### config.mk
export PLATFORM = sky130hd
export DESIGN_NAME = tbg_bank_store
export DESIGN_NICKNAME = d
export VERILOG_FILES = /design/src/rtl/tbg_pkg.sv /design/src/rtl/tbg_bank_store.sv
export SDC_FILE = /design/constraint.sdc
export NUM_CORES = 2
export LEC_CHECK = 0
export BUFFER_PORTS_ARGS = -buffer_cell sky130_fd_sc_hd__buf_2
export CORE_MARGIN = 3
export CORE_UTILIZATION = 27
export CTS_CLUSTER_DIAMETER = 40
export DETAILED_ROUTE_END_ITERATION = 8
export GPL_TIMING_DRIVEN = 1
export PLACE_DENSITY = 0.48
export SLEW_MARGIN = 5
export SYNTH_ARGS = -nofsm -noshare
export SYNTH_HDL_FRONTEND = slang
export SYNTH_SLANG_ARGS = --single-unit
### constraint.sdc
create_clock -name clk -period 3.2 [get_ports clk]
set_clock_uncertainty 0.2 [all_clocks]
set_input_delay 0.48 -clock clk [delete_from_list [all_inputs] [get_ports clk]]
set_output_delay 0.48 -clock clk [all_outputs]
set_load 0.03 [all_outputs]
### src/rtl/tbg_pkg.sv
package tbg_pkg;
  localparam int ADDR_W = 5;
  localparam int DATA_W = 16;
  localparam int BANK_W = 2;
  localparam int NUM_BANKS = 1 << BANK_W;
  localparam int REGS_PER_BANK = 1 << ADDR_W;
  localparam int UNUSED_BANK = 2;

  localparam logic [ADDR_W-1:0] CTL_ADDR  = 5'd20;
  localparam logic [ADDR_W-1:0] RDAT_ADDR = 5'd21;
  localparam logic [ADDR_W-1:0] WDAT_ADDR = 5'd23;

  localparam logic [DATA_W-1:0] TM_ONLY = 16'h0400;

  typedef enum logic [2:0] {
    LK_IDLE, LK_Z1, LK_T1, LK_Z2, LK_OPEN
  } lock_state_e;

  typedef struct packed {
    logic              rd;
    logic              wr;
    logic              rsv;
    logic [BANK_W-1:0] bank;
    logic              tm;
    logic [ADDR_W-1:0] raddr;
    logic [ADDR_W-1:0] waddr;
  } ctl_word_t;

  // Next state of the opening-sequence tracker for one control write
  function automatic lock_state_e lock_next(lock_state_e cur, logic [DATA_W-1:0] w);
    ctl_word_t c;
    c = ctl_word_t'(w);
    if (w == '0)
      return (cur == LK_T1) ? LK_Z2 : LK_Z1;
    else if (w == TM_ONLY) begin
      case (cur)
        LK_Z1:   return LK_T1;
        LK_Z2:   return LK_OPEN;
        LK_OPEN: return LK_OPEN;
        default: return LK_IDLE;
      endcase
    end else if (cur == LK_OPEN && c.tm)
      return LK_OPEN;
    else
      return LK_IDLE;
  endfunction
endpackage

### src/rtl/tbg_bank_store.sv
module tbg_bank_store
  import tbg_pkg::*;
#(
  parameter int NBANK  = NUM_BANKS,
  parameter int NREG   = REGS_PER_BANK,
  parameter int DW     = DATA_W,
  parameter int UNUSED = UNUSED_BANK,
  localparam int BW    = $clog2(NBANK),
  localparam int AW    = $clog2(NREG)
) (
  input  logic          clk,
  input  logic          rst_n,
  input  logic          we,
  input  logic [BW-1:0] wbank,
  input  logic [AW-1:0] waddr,
  input  logic [DW-1:0] wdata,
  input  logic [BW-1:0] rbank,
  input  logic [AW-1:0] raddr,
  output logic [DW-1:0] rdata
);
  logic [NBANK-1:0][DW-1:0] bank_rd;

  for (genvar b = 0; b < NBANK; b++) begin : g_bank
    if (b == UNUSED) begin : g_empty
      assign bank_rd[b] = '0;
    end else begin : g_mem
      logic [DW-1:0] regs_q [NREG];
      always_ff @(posedge clk) begin
        if (!rst_n) begin
          for (int i = 0; i < NREG; i++) regs_q[i] <= '0;
        end else if (we && wbank == BW'(b)) begin
          regs_q[waddr] <= wdata;
        end
      end
      assign bank_rd[b] = regs_q[raddr];
    end
  end

  assign rdata = bank_rd[rbank];
endmodule

==> impl_metrics.py <==
metrics = {
    "run_status": {
        "outcome": "finished with violations",
        "failed_checks": "negative setup slack",
    },
    "power": {
        "power.total_uw": 57110,
        "power_leakage_uw": 0.03119,
        "power.density_nw_per_um2": 643.2,
        "irDropWorstVdd_mv": 0.5970,
    },
    "global_routing": {
        "grt_overflow": 0,
        "grt_max_degree": 97,
        "grt_usage_pct": 17.47,
        "grt_pass1_vias": 43100,
        "antenna_found_initial": 18,
        "grt_pass1_wl_um": 333200,
    },
    "placed_design": {
        "portBuffers": 48,
        "dp_hpwl_um": 151600,
        "dp_slack_ns": -1.126,
        "place_congestion": 0.8222,
    },
    "floorplan": {
        "die_h_um": 516.1,
        "core_area_um2": 257900,
        "die-area_um2": 266300,
        "io_pins": 49,
        "row_count": 186,
        "die_width_um": 516.1,
        "initial_core_util_pct": 27.24,
    },
    "worst_setup_path": {
        "required_ns": 2.52,
        "crit_path_cell_trace": "mux4_2 > mux2i_4 > o21ai_2 > o211ai_1 > clkbuf_16 > nand3_4 > buf_6",
        "cp.arrival_ns": 3.32,
        "worst-path-buf-inv": 2,
        "cpPeakStageDelay_ns": 0.70,
        "endpoint_kind": "output pin",
        "cp_max_fo": 1,
        "critical-path-top-delay-family": "compound AO/OA/AOI/OAI gates",
        "slowest_stage": "o211ai_1",
        "crit_type": "reg2out",
        "worstSetupStartpointType": "register",
    },
    "logic_synthesis": {
        "ys_warn_count": 0,
        "synth_cells": 4600,
        "seq_area_frac_synth_pct": 65.66,
        "ys_ff_latch": 1536,
        "ys_async_sr_fraction_pct": 0,
        "synth_nets": 4633,
        "yosys.area.top_type": "edfxtp_1",
        "ys_types": 51,
        "synth.cell_area_um2": 70250,
        "synth-main-ff-cell": "edfxtp_1",
        "syn_area_per_cell_um2": 15.27,
        "synth_area_leaders": "edfxtp_1, and2_1, mux4_2, clkbuf_1, o21ai_0",
        "synth-edff-count": 1536,
        "netlist.area_leader.share_pct": 65.66,
    },
    "drt": {
        "firstDrtPassIters": 6,
        "drtAntennaViolNets": 0,
        "first_iter_violations": 4208,
        "avgViaCountPerCell": 4.785,
        "wl_um": 233800,
        "wl_per_cell_um": 26.89,
        "vias": 41610,
        "drc": 0,
    },
    "cells_and_area": {
        "nets": 5125,
        "final_common_cell": "and2_1",
        "layout_common_cells": "and2_1, edfxtp_1, buf_4",
        "area_growth_pct": 26.37,
        "largest-register": "g_bank.g_mem.regs_q",
        "largest_reg_flops": 1536,
        "drive_gt1_share_pct": 30.87,
        "top_regs": "g_bank.g_mem.regs_q (1536)",
        "final_util_pct": 34.43,
    },
    "sta": {
        "finalCritPeriodShare_pct": 124.9,
        "min_period_ns": 3.997,
        "setup_ws_ns": -0.7974,
        "setup-tns-final_ns": -8.295,
        "grt_setup_unrepaired": "yes",
        "setup_viol": 16,
        "fmax_ghz": 0.2502,
        "relSlewSlack_pct": 20.73,
        "worstMarginPinSlew_ns": 1.189,
        "hold_violations": 0,
        "slew_violations": 0,
    },
    "clock_network": {
        "cts_tree": "built",
        "cts-htree-levels": 5,
        "cts.clk_slew.worst_paths_ns": 0.05,
        "cts.sinks": 1536,
        "cts-root-buf": "clkbuf_16",
        "clk_path_buf_depth": 4,
        "numCtsBuffers": 283,
    },
    "run": {
        "drv_cap": 0,
    },
    "hold_path": {
        "hold_path_class": "in2reg",
    },
}
logic make-up (layout without fill, tap and decap cells):
| kind of cell | after synthesis | count (layout) | share of synthesized area, % |
|---|---|---|---|
| buf+inv | 428 | 1128 | 2.654 |
| flops | 1536 | 1536 | 65.66 |
| mux | 449 | 449 | 13.24 |
| simple gates | 1896 | 1896 | 15.86 |
| compound gates | 291 | 291 | 2.591 |
| other cells | 0 | 10 | 0 |
cell usage after synthesis, drive strengths merged, types with 2 or more instances:
cell,count
a221oi,3
nor3,2
inv,3
a32oi,9
mux2i,47
edfxtp,1536
nand2b,10
nand3,42
nand2,159
o22a,4
a211oi,3
nor2b,7
o221ai,28
a31oi,14
and3b,2
o21ai,138
o22ai,28
or3,2
nor2,114
or3b,2
nand4,2
and2,1540
o2111ai,5
buf,104
clkbuf,321
o211ai,10
a32o,2
a22oi,18
mux4,381
nor3b,3
or2,4
a21boi,6
a21oi,16
and3,5
a31o,2
mux2,21
per-layer routing:
layer | global-route usage, % | up-vias | wire, um
li1 | - | 18040 | -
met1 | 23.38 | 21900 | 99480
met2 | 28.83 | 1355 | 113000
met3 | 2.930 | 308 | 13900
met4 | 5.623 | 0 | 7383
met5 | 0 | - | 0
area by class of cell:
cell class,count,area (um2)
Fill cell,24500,169100
Sequential cell,1536,46120
Multi-Input combinational cell,2636,23060
Clock buffer,316,7312
Timing Repair Buffer,632,6115
Tap cell,3384,4234
Clock inverter,177,1896
Antenna cell,10,25.02
Inverter,3,13.76
report_power, final:
part	total, uW	switching, uW	internal [uW]
sequential	23400	271	23100
combinational	4370	2610	1750
clock	29300	10500	18900
total	57100	13300	43800
per-stage QoR:
step | cell area [um2] | hold WS, ns | std cells
after floorplan | 70250 | 0.6953 | 4600
after global placement | 78920 | 0.6140 | 8187
after detailed placement | 78930 | 0.6300 | 8188
after CTS | 88670 | 0.02857 | 8687
after global routing | 88760 | 0.06014 | 8686
final | 88780 | 0.07138 | 8694
worst paths after layout:
check	startpoint	to	slack [ns]	depth (start not counted)
worst max-delay path	g_bank[3].g_mem.regs_q[19][2]$_SDFFCE_PN0P_	rdata[2]	-0.80	7
worst min-delay path	wdata[12]	g_bank[3].g_mem.regs_q[21][12]$_SDFFCE_PN0P_	0.07	2
repair_timing:
item / 4_1_cts / 5_1_grt
pin swaps: 28 / 19
setup buffers: 5 / 0
endpoints found under the setup margin: 16 / 16
hold buffers: 6 / 0
gates resized for setup: 109 / 31
hold endpoints to repair: 47 / 0
No activity file was read; power rests on OpenSTA's default activity.
